===== config.mk =====
export PLATFORM = sky130hd
export DESIGN_NAME = msg_out_engine
export DESIGN_NICKNAME = d
export VERILOG_FILES = /design/src/rtl/msg_out_engine.sv
export SDC_FILE = /design/constraint.sdc
export NUM_CORES = 1
export LEC_CHECK = 0
export BUFFER_PORTS_ARGS = -buffer_cell sky130_fd_sc_hd__buf_2
export CAP_MARGIN = 10
export CORE_MARGIN = 1
export CORE_UTILIZATION = 40
export CTS_BUF_LIST = sky130_fd_sc_hd__clkbuf_4 sky130_fd_sc_hd__clkbuf_8
export DETAILED_ROUTE_END_ITERATION = 8
export SLEW_MARGIN = 20
export SYNTH_ARGS = -nofsm -noshare
export SYNTH_HDL_FRONTEND = slang
export SYNTH_SLANG_ARGS = --single-unit

===== constraint.sdc =====
create_clock -name clk -period 6.2 [get_ports clk]
set_clock_uncertainty 0.2 [all_clocks]
set_input_delay 0.31 -clock clk [delete_from_list [all_inputs] [get_ports clk]]
set_output_delay 0.31 -clock clk [all_outputs]
set_load 0.005 [all_outputs]

===== src/rtl/msg_out_engine.sv =====
module msg_out_engine #(
  parameter int AW = 16,
  parameter int DW = 32,
  parameter int PTR_W = 3,
  parameter int SEG_W = 4,
  parameter int NT = 4,
  parameter logic [15:0] DESC_BASE = 16'h0100,
  localparam int TI_W = (NT > 1) ? $clog2(NT) : 1
) (
  input  logic            clk,
  input  logic            rst_n,
  input  logic            reg_wr,
  input  logic [1:0]      reg_addr,
  input  logic [DW-1:0]   reg_wdata,
  output logic [DW-1:0]   reg_rdata,
  output logic            mem_req,
  output logic [AW-1:0]   mem_addr,
  input  logic            mem_rvalid,
  input  logic [DW-1:0]   mem_rdata,
  input  logic            mem_rerr,
  output logic            tx_valid,
  output logic [TI_W-1:0] tx_target,
  output logic [DW-1:0]   tx_data,
  output logic            tx_last,
  input  logic            tx_done,
  input  logic [1:0]      tx_outcome,
  output logic            irq
);
  localparam int NSEG = 1 << SEG_W;
  localparam int SC_LSB = AW;
  localparam int MK_LSB = AW + SEG_W;
  localparam int DS_LSB = AW + SEG_W + NT;

  typedef enum logic [1:0] {S_IDLE, S_DESC, S_LOAD, S_SEND} st_t;
  st_t st;

  logic [PTR_W-1:0] enq, deq;
  logic en, mc, eie, mer, prt, rete, te;
  logic [AW-1:0] pay;
  logic [SEG_W-1:0] seg_i, last_i;
  logic [NT-1:0] pend;
  logic [DW-1:0] sbuf [NSEG];
  logic [TI_W-1:0] cur;

  wire q_empty = enq == deq;
  wire q_full  = PTR_W'(enq + 1'b1) == deq;
  wire halt    = mer | rete | te;
  wire ctrl_wr = reg_wr && reg_addr == 2'd0;
  wire enq_wr  = reg_wr && reg_addr == 2'd1;
  wire stat_wr = reg_wr && reg_addr == 2'd3;
  wire mem_ack = mem_req && mem_rvalid;
  wire tx_ack  = tx_valid && tx_done;
  wire [NT-1:0] cur_oh = pend & (~pend + 1'b1);
  wire [NT-1:0] rem    = pend & ~cur_oh;
  wire [NT-1:0] d_mask = mc ? mem_rdata[MK_LSB +: NT]
                            : NT'(1) << mem_rdata[DS_LSB +: TI_W];

  always_comb begin
    cur = '0;
    for (int i = NT - 1; i >= 0; i--)
      if (pend[i]) cur = TI_W'(i);
  end

  assign mem_req   = st == S_DESC || st == S_LOAD;
  assign mem_addr  = (st == S_DESC) ? AW'(DESC_BASE) + AW'(deq) : pay + AW'(seg_i);
  assign tx_valid  = st == S_SEND;
  assign tx_target = cur;
  assign tx_data   = sbuf[seg_i];
  assign tx_last   = seg_i == last_i;
  assign irq       = eie & (mer | prt | rete | te);

  always_comb begin
    reg_rdata = '0;
    case (reg_addr)
      2'd0: reg_rdata[2:0] = {eie, mc, en};
      2'd1: reg_rdata[PTR_W-1:0] = enq;
      2'd2: reg_rdata[PTR_W-1:0] = deq;
      default: reg_rdata[6:0] = {te, rete, prt, mer, q_empty, q_full, st != S_IDLE};
    endcase
  end

  always_ff @(posedge clk)
    if (st == S_LOAD && mem_ack && !mem_rerr) sbuf[seg_i] <= mem_rdata;

  always_ff @(posedge clk or negedge rst_n) begin
    if (!rst_n) begin
      st <= S_IDLE;
      enq <= '0; deq <= '0;
      en <= 1'b0; mc <= 1'b0; eie <= 1'b0;
      mer <= 1'b0; prt <= 1'b0; rete <= 1'b0; te <= 1'b0;
      pay <= '0; seg_i <= '0; last_i <= '0; pend <= '0;
    end else begin
      if (ctrl_wr) begin
        en  <= reg_wdata[0];
        mc  <= reg_wdata[1];
        eie <= reg_wdata[2];
        if (reg_wdata[3] && !q_full) enq <= enq + 1'b1;
      end
      if (enq_wr) enq <= reg_wdata[PTR_W-1:0];
      if (stat_wr) begin
        if (reg_wdata[3]) mer  <= 1'b0;
        if (reg_wdata[4]) prt  <= 1'b0;
        if (reg_wdata[5]) rete <= 1'b0;
        if (reg_wdata[6]) te   <= 1'b0;
      end
      case (st)
        S_IDLE:
          if (en && !q_empty && !halt) st <= S_DESC;
        S_DESC:
          if (mem_ack) begin
            if (mem_rerr) begin
              te <= 1'b1;
              deq <= deq + 1'b1;
              st <= S_IDLE;
            end else begin
              pay    <= mem_rdata[AW-1:0];
              last_i <= mem_rdata[SC_LSB +: SEG_W];
              pend   <= d_mask;
              seg_i  <= '0;
              st     <= S_LOAD;
            end
          end
        S_LOAD:
          if (mem_ack) begin
            if (mem_rerr) begin
              te <= 1'b1;
              deq <= deq + 1'b1;
              st <= S_IDLE;
            end else if (seg_i == last_i) begin
              seg_i <= '0;
              if (pend == '0) begin
                deq <= deq + 1'b1;
                st <= S_IDLE;
              end else st <= S_SEND;
            end else seg_i <= seg_i + 1'b1;
          end
        S_SEND:
          if (tx_ack) begin
            if (tx_outcome == 2'd3) begin
              rete <= 1'b1;
              seg_i <= '0;
              st <= S_IDLE;
            end else begin
              if (tx_outcome == 2'd1) mer <= 1'b1;
              if (tx_outcome == 2'd2) prt <= 1'b1;
              if (tx_last) begin
                seg_i <= '0;
                pend <= rem;
                if (rem == '0) begin
                  deq <= deq + 1'b1;
                  st <= S_IDLE;
                end
              end else seg_i <= seg_i + 1'b1;
            end
          end
        default: st <= S_IDLE;
      endcase
    end
  end

  a_r3_no_overflow: assert property (@(posedge clk) disable iff (!rst_n)
    ctrl_wr && reg_wdata[3] && q_full && !enq_wr |=> $stable(enq));

  a_r2_desc_first: assert property (@(posedge clk) disable iff (!rst_n)
    $rose(mem_req) |-> mem_addr == AW'(DESC_BASE) + AW'(deq));

  a_r2_no_fetch_halted: assert property (@(posedge clk) disable iff (!rst_n)
    !mem_req && halt |=> !mem_req);

  a_r5_tx_hold: assert property (@(posedge clk) disable iff (!rst_n)
    tx_valid && !tx_done |=> tx_valid && $stable(tx_target) && $stable(tx_data) && $stable(tx_last));

  a_r9_retry_stop: assert property (@(posedge clk) disable iff (!rst_n)
    tx_ack && tx_outcome == 2'd3 |=> !tx_valid && !mem_req && $stable(deq));

  a_r11_irq_raise: assert property (@(posedge clk) disable iff (!rst_n)
    tx_ack && tx_outcome != 2'd0 && eie && !ctrl_wr |=> irq);
endmodule


# After elaboration in Yosys (flattened, before gate mapping)

Memories as Yosys holds them, arrays and structs flattened.
Cells that the tools add are included.

Shifts and indexed selects: 1
Muxes and demuxes: 72
Equality and inequality tests: 26
Reduce and logical (&&, ||, !) cells: 32
Bitwise operators: 11
Add/subtract/negate cells: 6

Operators by type and width:

| kind                                                                   | number |
|---|---|
| 4-bit 2-to-1 mux                                                       | 14 |
| 3-bit 2-to-1 mux                                                       | 13 |
| 2-bit 2-to-1 mux                                                       | 15 |
| 1-bit 2-to-1 mux                                                       | 24 |
| 3-bit one-hot mux with 3 select lines                                  | 2 |
| 16-bit by 4-bit adder with 16-bit output                               | 1 |
| 16-bit 2-to-1 mux                                                      | 1 |
| 2-bit != test (second input constant)                                  | 7 |
| 2-bit equality test (second input constant)                            | 6 |
| 4-bit one-hot mux with 3 select lines                                  | 1 |
| 6-bit AND reduction                                                    | 2 |
| 9-bit by 3-bit adder with 10-bit output (first input constant)         | 1 |
| 1-bit logical AND                                                      | 10 |
| 10-bit AND reduction                                                   | 1 |
| 4-bit by 1-bit adder with 4-bit output (second input constant)         | 2 |
| 4-bit bitwise AND                                                      | 2 |
| 4-bit zero test                                                        | 2 |
| 4-bit inverter                                                         | 2 |
| 2-bit one-hot mux with 4 select lines                                  | 1 |
| 4-bit one-hot mux with 2 select lines                                  | 1 |
| 2-bit nonzero test                                                     | 4 |
| 7-bit AND reduction                                                    | 1 |
| 3-bit by 1-bit adder with 3-bit output (second input constant)         | 2 |
| 2-bit by 1-bit equality test with 1-bit output (second input constant) | 3 |
| other kinds (18)                                                       | 30 |

Bits of input ports: 74
Memory bits (writable): 512
Memories kept: 1
Register bits: 43
Word-level logic and storage cells: 163
Output and inout bits: 86

Memories:

| name | words | width | read ports | clocked after Yosys merged registers in | write ports | RTL line | RTL |
|---|---|---|---|---|---|---|---|
| sbuf | 16    | 32    | 1          | 0                                       | 1           | 42       | `logic [DW-1:0] sbuf [NSEG];` |

# Depth between registers and ports, before layout

Gate-level depths: netlist (run 1).

Depth in word-level cells: 11
Depth in mapped cells: 7
Mapped depth without buffers: 7

# Least setup slack after synthesis (run 1)

No wires, ideal clock.

Kind: register -> register
Start point: register seg_i[1]
End point: memory sbuf[1][0], enable pin
Library setup time: 461 ps
Arrival: 3,516 ps
Setup slack: 2,023 ps
Data required time: 5,539 ps
Cell stages (with the launch flop): 8
Period minus slack after synthesis: 4,177 ps
Path buffers: 3
Path through: dfrtp_1 buf_2 clkbuf_1 clkbuf_1 inv_1 ha_1 nand2_1 nor3_1

RTL lines:

| item                   | RTL line | RTL |
|---|---|---|
| from (decl)            | 40       | `logic [SEG_W-1:0] seg_i, last_i;` |
| from (signal assigned) | 135      | `end else seg_i <= seg_i + 1'b1;` |
| from (signal assigned) | 153      | `end else seg_i <= seg_i + 1'b1;` |
| to (decl)              | 42       |  |

Straight into the memory's write port.

# Final worst setup path (run 1)

Start point: register seg_i[0]
End point: output port tx_data[29]

Longest elaborated chain between the ends: 1

RTL lines:

| item               | RTL line | RTL |
|---|---|---|
| memory 16 x 32 bit | -        |  |
| to (decl)          | 23       | `output logic [DW-1:0] tx_data,` |

No other way between the ends.

==> results.json, run 1 <==
{
  "yosys_warnings": 0,
  "floorplan.die_area_um2": 56800,
  "finalHoldViolations": 0,
  "worstPathMaxFanout": 47,
  "detailroute.wirelength.met3_um": 2500,
  "wl_um": 49300,
  "per_instance_average_area_after_synthesis_um2": 21.3,
  "grt_ovf": 0,
  "dpl.hpwl_um": 26900,
  "io-pin-count": 160,
  "drive_gt1_share_pct": 37.2,
  "irDropWorstVdd_v": 0.000226,
  "synth.cell_area_um2": 22300,
  "clkSinkCount": 555,
  "remaining_drc_errors": 0,
  "met2WireLength_um": 24000,
  "grt_max_degree": 86,
  "vias": 11000,
  "period_needed_ns": 4.43,
  "synthesis.instances": 1051,
  "leakagePower_nw": 8.59,
  "finish.net_count": 1371,
  "yosys.cell_types.count": 61,
  "synth_edf_count": 512,
  "worst_setup_path_start_kind": "register",
  "grt.total_usage_pct": 18.0,
  "yosys-top-cells-area": "sky130_fd_sc_hd__edfxtp_1, sky130_fd_sc_hd__mux4_2, sky130_fd_sc_hd__dfrtp_1",
  "chipWidth_um": 238,
  "worst_setup_hold_path_clk_slew_ns": 0.06,
  "gp_congestion": 0.746,
  "power_density_nw_per_um2": 353,
  "maxUsedRoutingLayer": "met5",
  "cts-buffers-inserted": 90,
  "finalCritPeriodShare_pct": 71.4,
  "critical_path_required_ns": 5.69,
  "max_slew.worst_pin.slew_ns": 1.09,
  "first_global_vias": 11900,
  "fin_setup_tns_ns": 0,
  "max_clock_freq_ghz": 0.226,
  "most_used_flip_flop_cell_after_synthesis": "sky130_fd_sc_hd__edfxtp_1",
  "critical_path.endpoint_type": "output port",
  "grt_setup_unrepaired": "no",
  "yosys.area.top_type_share_pct": 68.8,
  "max_cap_viols": 0,
  "dr.first_iter.drc_count": 857,
  "most-common-layout-cells": "sky130_fd_sc_hd__edfxtp_1, sky130_fd_sc_hd__mux4_2, sky130_fd_sc_hd__buf_2, sky130_fd_sc_hd__clkbuf_8, sky130_fd_sc_hd__dlygate4sd3_1",
  "global_route_wire_length_before_repair_um": 73900,
  "reg2reg_setup_slack_ns": 2.55,
  "report.final.setup_viol": 0,
  "cp_data_arrival_time_ns": 3.92,
  "m1WireLength_um": 21800,
  "tritoncts": "done",
  "final_common_cell": "sky130_fd_sc_hd__edfxtp_1",
  "avgViaCountPerCell": 5.26,
  "library_cell_occupying_the_most_area_in_the_post_synthesis_netlist": "sky130_fd_sc_hd__edfxtp_1",
  "clockRootBuffer": "sky130_fd_sc_hd__clkbuf_8",
  "ys_seq_area_share_pct": 73.7,
  "insertedDiodeCount": 0,
  "slew_headroom_pct": 27.6,
  "post_cts_resized": 0,
  "crit_type": "reg2out",
  "asyncSetResetFlopFracSynth_pct": 7.75,
  "port-buffer-count": 109,
  "status": "finished clean",
  "core_um2": 55100,
  "wl_per_cell_um": 23.5,
  "floorplan.rows": 86,
  "clk-insertion-delay-late_ns": 0.68,
  "grt_antenna_before_repair": 3,
  "cts.htree.levels": 3,
  "final_core_utilization_pct": 47.6,
  "area_growth_pct": 17.3,
  "drt_pre_antenna_iters": 4,
  "die_y_um": 238,
  "synth.ff_latch_count": 555,
  "report.final.slew_viol_count": 0,
  "min-delay-path-class": "in2async",
  "initial_core_util_pct": 40.5,
  "ant_nets": 0,
  "cts_buffer_depth": 3
}
synthesized netlist by cell type, drive strengths merged (2+ instances only):
| cell type | instances |
|---|---|
| a211oi | 2 |
| a21o | 7 |
| a21oi | 13 |
| a22o | 3 |
| a31oi | 2 |
| a32o | 2 |
| and2 | 2 |
| and3 | 7 |
| buf | 41 |
| clkbuf | 36 |
| dfrtp | 43 |
| edfxtp | 512 |
| ha | 15 |
| inv | 11 |
| mux2 | 31 |
| mux4 | 162 |
| nand2 | 27 |
| nand2b | 6 |
| nand3 | 6 |
| nand4 | 6 |
| nand4b | 3 |
| nor2 | 32 |
| nor2b | 5 |
| nor3 | 12 |
| nor3b | 2 |
| nor4 | 3 |
| o21ai | 10 |
| o2bb2ai | 2 |
| o31ai | 6 |
| or4 | 5 |
| xnor2 | 8 |
| xor2 | 11 |
layer usage:
layer	global-route usage (%)	vias to the layer above
met5	0	-
met4	6.14	6
met3	3.82	78
met2	28.8	283
met1	24.5	5879
li1	-	4780
state kept, by name, indices dropped and copies added (netlist names), 2 cells and up:
signal and cells:
st 2, deq 3, seg_i 4, pend 4
sbuf 512, pay 16, enq 3, last_i 4
stage by stage:
stage	hold slack (ns)	setup WS, ns	area [um2]	power [mW]	std cells
finish	0.0887	1.77	26200	9.26	2098
global route	0.111	1.47	26200	9.72	2098
CTS	0.0339	1.48	26200	9.39	2098
detailed placement	0.279	2.21	23800	6.18	1879
global placement	0.274	2.25	23800	6.15	1879
floorplan	-0.186	2.02	22400	5.67	1075
final cells by class:
class                      count  area (um2)
fill                        4684       28900
sequential                   555       16500
multi-input combinational    431        5630
clock buffer                 138        1660
timing repair buffer         191        1320
tap                          748         936
clock inverter                23         148
inverter                      12        45.0
power by group:
| group | internal [mW] | switching [mW] | leakage [nW] |
|---|---|---|---|
| sequential | 4.22 | 0.229 | 5.12 |
| combinational | 0.913 | 0.764 | 2.51 |
| clock | 1.75 | 1.38 | 0.963 |
| total | 6.88 | 2.38 | 8.59 |
logic make-up (layout without fill, tap and decap cells):
kind of cell	Yosys count	after routing	synth area share, %
buf+inv	89	364	2.03
flops	555	555	73.7
mux	194	194	18.0
simple gates	121	121	2.86
other cells	1	25	0.0168
fa+ha+maj	16	16	0.930
compound gates	55	55	1.70
xor+xnor	20	20	0.846
critical path, stage by stage, from the launching register on:
cell and delay, ns:
sky130_fd_sc_hd__dfrtp_4 1.04, sky130_fd_sc_hd__buf_4 0.80, sky130_fd_sc_hd__mux4_2 0.61, sky130_fd_sc_hd__mux4_2 0.56, sky130_fd_sc_hd__buf_2 0.17
final timing paths:
kind	startpoint	endpoint	cells past startpoint
max	seg_i[0]$_DFFE_PN0P_	tx_data[29]	4
min	rst_n	prt$_DFF_PN0_	3
max reg2reg	seg_i[0]$_DFFE_PN0P_	st[0]$_DFFE_PN0P_	7
min reg2reg	pay[0]$_DFFE_PN0P_	pay[0]$_DFFE_PN0P_	1
max in group asynchronous	rst_n	seg_i[2]$_DFFE_PN0P_	3
min in group clk	mem_rvalid	deq[0]$_DFFE_PN0P_	5
repair_timing:
action / CTS / global route
setup buffers: 0 / 0
hold buffers: 58 / 0
endpoints found under the hold margin: 595 / 0
(Power assumes the default switching activity.)
==> run 2: changes to the inputs <==
ABC_AREA = 1   (was default)
clock period = 4.6 ns   (was 6.2 ns; I/O delays follow)
==> results.json, run 2 <==
{
  "critical_path.slowest_cell": "sky130_fd_sc_hd__dfrtp_4",
  "drt_pre_antenna_iters": 5,
  "pwr-share-comb_pct": 22.5,
  "gp_congestion": 0.827,
  "grt.total_usage_pct": 20.4,
  "placed_cell_area_um2": 24300,
  "wl_um": 58200,
  "critPathBufInv": 3,
  "critical_path_required_ns": 4.17,
  "die_y_um": 241,
  "synth.cell_area_um2": 22800,
  "timing.critical_path.from": "seg_i[0]$_DFFE_PN0P_",
  "avgViaCountPerCell": 5.32,
  "finalCritPeriodShare_pct": 82.8,
  "ys_seq_area_share_pct": 72.2,
  "floorplan.rows": 87,
  "sw_frac_of_total_pct": 30.8,
  "post-layout-total-power_mw": 13.4,
  "worst_setup_hold_path_clk_slew_ns": 0.06,
  "status": "finished clean",
  "grt_ovf": 0,
  "grt_max_degree": 117,
  "max_slew.worst_pin.slew_ns": 0.929,
  "design_area_um2": 26700,
  "finalHoldViolations": 0,
  "synth.ff_latch_count": 555,
  "max_clock_freq_ghz": 0.263,
  "chipWidth_um": 241,
  "fin_setup_tns_ns": 0,
  "post_cts_resized": 0,
  "yosys.area.top_type_share_pct": 67.4,
  "library_cell_occupying_the_most_area_in_the_post_synthesis_netlist": "sky130_fd_sc_hd__edfxtp_1",
  "area_growth_pct": 17.2,
  "finish.net_count": 2160,
  "synth_cell_count_leaders": "sky130_fd_sc_hd__edfxtp_1, sky130_fd_sc_hd__nor2_1, sky130_fd_sc_hd__o21ai_0",
  "min_from": "reg_addr[0]",
  "final_common_cell": "sky130_fd_sc_hd__edfxtp_1",
  "io-pin-count": 160,
  "min-delay-path-class": "in2reg",
  "slew_headroom_pct": 38.1,
  "yosys_warnings": 0,
  "report.final.slew_viol_count": 0,
  "insertedDiodeCount": 0,
  "remaining_drc_errors": 0,
  "most-common-layout-cells": "sky130_fd_sc_hd__edfxtp_1, sky130_fd_sc_hd__nor2_1, sky130_fd_sc_hd__o21ai_0, sky130_fd_sc_hd__nand2_1, sky130_fd_sc_hd__o22ai_1",
  "critical_path.endpoint_type": "output port",
  "reg2reg_from": "st[0]$_DFFE_PN0P_",
  "floorplan.die_area_um2": 58000,
  "asyncSetResetFlopFracSynth_pct": 7.75,
  "core_um2": 56400,
  "drive_gt1_share_pct": 16.2,
  "grt_antenna_before_repair": 0,
  "global_route_wire_length_before_repair_um": 88100,
  "worst_setup_path_start_kind": "register",
  "power_density_nw_per_um2": 500,
  "critPathTopFamily": "buffers and inverters",
  "most_used_flip_flop_cell_after_synthesis": "sky130_fd_sc_hd__edfxtp_1",
  "grt_setup_unrepaired": "no",
  "clock_power_share_pct": 33.0,
  "cts-buffers-inserted": 89,
  "report.final.setup_viol": 0,
  "wl_per_cell_um": 20.1,
  "synth_edf_count": 512,
  "cts-hold-fix-buffers": 59,
  "cp_slowest_stage_delay_ns": 0.79,
  "yosys.cell_types.count": 39,
  "clockRootBuffer": "sky130_fd_sc_hd__clkbuf_8",
  "power_report.internal_total_mw": 9.24,
  "cts_buffer_depth": 3,
  "leakagePower_nw": 9.51,
  "ant_nets": 0,
  "max_cap_viols": 0,
  "first_global_vias": 15000,
  "flip_flop_count_of_the_largest_register_all_copies_and_words_added": 512,
  "period_needed_ns": 3.81,
  "n_fill_cell": 5065,
  "tritoncts": "done",
  "initial_core_util_pct": 40.4,
  "port-buffer-count": 109,
  "per_instance_average_area_after_synthesis_um2": 12.1,
  "irDropWorstVdd_v": 0.000350,
  "power.switching_mw": 4.12,
  "yosys-top-cells-area": "sky130_fd_sc_hd__edfxtp_1, sky130_fd_sc_hd__o21ai_0, sky130_fd_sc_hd__nor2_1",
  "worstPathMaxFanout": 79,
  "synthesis.instances": 1881,
  "cts_setup_buffers": 0,
  "biggestRegsByFlops": "sbuf (512), pay (16)",
  "clk-insertion-delay-late_ns": 0.68,
  "top_register": "sbuf",
  "most_instantiated_library_cell_after_synthesis": "sky130_fd_sc_hd__edfxtp_1",
  "cts.htree.levels": 3,
  "timing.critical_path.cells": "inv_6 -> buf_4 -> o21ai_0 -> o22ai_1 -> nand2_1 -> nand4_1 -> buf_2",
  "crit_type": "reg2out",
  "clkSinkCount": 555,
  "cp_data_arrival_time_ns": 3.38,
  "vias": 15400,
  "dpl.hpwl_um": 31700,
  "dr.first_iter.drc_count": 1300,
  "sequentialPowerShare_pct": 44.5
}
-- run 2: final cells by class --
class                           instances  area, um2  share of cell area, %
Clock inverter                         29        279                   1.04
Tap cell                              756        946                   3.54
Inverter                               56        216                  0.810
Clock buffer                          130       1590                   5.94
Timing Repair Buffer                  203       1520                   5.70
Sequential cell                       555      16500                   61.6
Multi-Input combinational cell       1165       5720                   21.4
-- run 2: kinds of logic after synthesis --
group / Yosys count / share of synthesized area (%)
other: 1 / 0.0164
muxes: 11 / 0.543
xor gates and xnor gates: 5 / 0.192
AOI/OAI and AO/OA: 453 / 10.8
DFF: 555 / 72.2
and+or+nand+nor: 655 / 11.6
buffers and inverters: 185 / 3.79
adders and majority gates: 16 / 0.911
-- run 2: worst reg2reg max path, cell delays in order, from the launching register on --
cell                      delay [ns]
sky130_fd_sc_hd__dfrtp_1        0.42
sky130_fd_sc_hd__inv_1          0.12
sky130_fd_sc_hd__ha_1           0.20
sky130_fd_sc_hd__inv_1          0.09
sky130_fd_sc_hd__nor3_1         0.51
sky130_fd_sc_hd__nand2_1        0.41
sky130_fd_sc_hd__nor2_4         0.75
sky130_fd_sc_hd__buf_12         0.28
-- run 2: power groups by stage --
stage               logic, mW  clock network (mW)  registers (mW)
floorplan                2.13                   0            5.89
global placement         2.89                   0            6.03
detailed placement       2.95                   0            6.04
CTS                      3.02                4.49            5.94
global route             3.38                4.71            5.97
finish                   3.01                4.41            5.94
-- run 2: per-layer routing --
metal	up-vias	routed length (um)	track usage [%]	share of wire, %
met2	559	27000	32.5	46
met5	-	0	0	0
met1	7623	26100	28.3	45
met4	0	1020	6.52	1.8
li1	7132	-	-	-
met3	68	4090	3.61	7.0
-- run 2: final timing paths --
check	endpoint	slack, ns	cells after the start
min in group asynchronous	pend[1]$_DFFE_PN0P_	0.52	4
worst max register to register	sbuf[9][26]$_DFFE_PP_	1.30	7
worst min register to register	pay[0]$_DFFE_PN0P_	0.32	1
max in group asynchronous	seg_i[0]$_DFFE_PN0P_	3.22	4
worst max-delay path	tx_data[19]	0.79	7
worst min-delay path	enq[1]$_DFFE_PN0P_	0.16	8
-- run 2: stage by stage --
stage                     cells  utilization [%]  worst slack [ns]  hold slack, ns
final                      2894             47.4             0.792           0.161
after detailed placement   2676             43.0              1.36           0.173
after global placement     2676             43.0              1.37           0.173
after CTS                  2894             47.4             0.741          0.0576
after global routing       2894             47.4             0.487           0.204
after floorplan            1905                -              1.34          -0.266
==> run 3: changes to the inputs <==
clock period = 3.8 ns   (was 4.6 ns; I/O delays follow)
==> results.json, run 3 (synthesis gave the netlist of run 2 again) <==
{
  "status": "finished clean",
  "avgViaCountPerCell": 5.31,
  "grt_ovf": 0,
  "global_route_wire_length_before_repair_um": 87700,
  "io-pin-count": 160,
  "drt_pre_antenna_iters": 5,
  "ant_nets": 0,
  "cts_setup_buffers": 0,
  "wl_per_cell_um": 19.8,
  "post-place-ws_ns": 0.941,
  "worst_setup_hold_path_clk_slew_ns": 0.06,
  "most-common-layout-cells": "sky130_fd_sc_hd__edfxtp_1, sky130_fd_sc_hd__nor2_1, sky130_fd_sc_hd__o21ai_0, sky130_fd_sc_hd__nand2_1, sky130_fd_sc_hd__o22ai_1",
  "n_fill_cell": 5062,
  "port-buffer-count": 109,
  "min-delay-path-class": "in2reg",
  "wl_um": 57400,
  "dpl.hpwl_um": 31500,
  "remaining_drc_errors": 0,
  "period_needed_ns": 3.45,
  "grt_max_degree": 152,
  "critical_path.endpoint_type": "output port",
  "setup_slack_ns": 0.349,
  "power_density_nw_per_um2": 592,
  "dr.first_iter.drc_count": 1283,
  "cp_data_arrival_time_ns": 3.06,
  "critical_path_required_ns": 3.41,
  "tritoncts": "done",
  "finish.net_count": 2166,
  "post_cts_resized": 0,
  "floorplan.die_area_um2": 58000,
  "cts_buffer_depth": 3,
  "floorplan.rows": 87,
  "area_growth_pct": 17.1,
  "top_register": "sbuf",
  "grt.total_usage_pct": 20.2,
  "finalCritPeriodShare_pct": 90.8,
  "max_slew.worst_pin.slew_ns": 1.05,
  "report.final.slew_viol_count": 0,
  "vias": 15400,
  "core_um2": 56400,
  "final_common_cell": "sky130_fd_sc_hd__edfxtp_1",
  "report.final.setup_viol": 0,
  "leakagePower_nw": 9.50,
  "irDropWorstVdd_v": 0.000342,
  "fin_setup_tns_ns": 0,
  "drive_gt1_share_pct": 15.9,
  "dpl.cell_count": 2683,
  "fin_cells": 2900,
  "max_cap_viols": 0,
  "first_global_vias": 15100,
  "cts.htree.levels": 3,
  "cts-hold-fix-buffers": 60,
  "chipWidth_um": 241,
  "clk-insertion-delay-late_ns": 0.65,
  "max_clock_freq_ghz": 0.290,
  "timing.hold.ws_ns": 0.116,
  "cts-buffers-inserted": 87,
  "die_y_um": 241,
  "initial_core_util_pct": 40.4,
  "insertedDiodeCount": 0,
  "reg2reg_setup_slack_ns": 0.86,
  "slew_headroom_pct": 29.7,
  "gp_congestion": 0.829,
  "finalHoldViolations": 0,
  "grt_antenna_before_repair": 1,
  "worstPathMaxFanout": 134,
  "worst_setup_path_start_kind": "register",
  "grt_setup_unrepaired": "no",
  "clkSinkCount": 555,
  "flip_flop_count_of_the_largest_register_all_copies_and_words_added": 512,
  "clockRootBuffer": "sky130_fd_sc_hd__clkbuf_8",
  "biggestRegsByFlops": "sbuf (512), pay (16)",
  "crit_type": "reg2out"
}
-- run 3: final cells by class --
class                      count  area (um2)  area share, %
clock buffer                 118        1460           5.45
clock inverter                39         251          0.942
inverter                      56         216          0.811
multi-input combinational   1165        5720           21.4
sequential                   555       16500           61.6
tap                          756         946           3.54
timing repair buffer         211        1660           6.21
-- run 3: worst max-delay path: stages (launching register included) --
cell and delay [ns]:
sky130_fd_sc_hd__dfrtp_4 0.43, sky130_fd_sc_hd__buf_12 0.53, sky130_fd_sc_hd__fa_1 0.33, sky130_fd_sc_hd__nand3_1 0.09
sky130_fd_sc_hd__nand2_1 0.09, sky130_fd_sc_hd__nand2_1 0.06, sky130_fd_sc_hd__nor2_1 0.24, sky130_fd_sc_hd__nand2_1 0.14
sky130_fd_sc_hd__o21ai_0 0.19, sky130_fd_sc_hd__nand2_1 0.07, sky130_fd_sc_hd__nor2_1 0.09, sky130_fd_sc_hd__buf_2 0.12
-- run 3: metrics by stage --
step	util, %	instance area, um2	power (mW)
final	47.4	26700	15.8
after global routing	47.4	26700	16.7
after CTS	47.4	26700	15.9
after detailed placement	43.2	24400	10.9
after global placement	43.2	24400	10.8
after floorplan	-	22900	9.71
-- run 3: final timing paths --
path / endpoint / cells after the start / from
max in group asynchronous: seg_i[1]$_DFFE_PN0P_ / 4 / rst_n
worst max register to register: enq[1]$_DFFE_PN0P_ / 10 / enq[0]$_DFFE_PN0P_
min in group asynchronous: prt$_DFF_PN0_ / 4 / rst_n
worst min register to register: pay[2]$_DFFE_PN0P_ / 1 / pay[2]$_DFFE_PN0P_
worst min-delay path: enq[0]$_DFFE_PN0P_ / 8 / reg_addr[0]
worst max-delay path: mem_addr[10] / 11 / seg_i[1]$_DFFE_PN0P_
-- run 3: layer usage --
| layer | vias to the layer above | GRT usage [%] | wire length [um] |
|---|---|---|---|
| met5 | - | 0.926 | 64 |
| met4 | 2 | 6.64 | 1200 |
| met3 | 77 | 3.60 | 4270 |
| met2 | 568 | 32.6 | 27100 |
| met1 | 7596 | 27.6 | 24800 |
| li1 | 7155 | - | - |
-- run 3: where the power goes --
part / internal (mW) / leakage [nW] / switching, mW
clock network: 2.68 / 0.901 / 2.25
registers: 6.88 / 5.12 / 0.217
logic: 1.31 / 3.48 / 2.46
total: 10.9 / 9.50 / 4.93
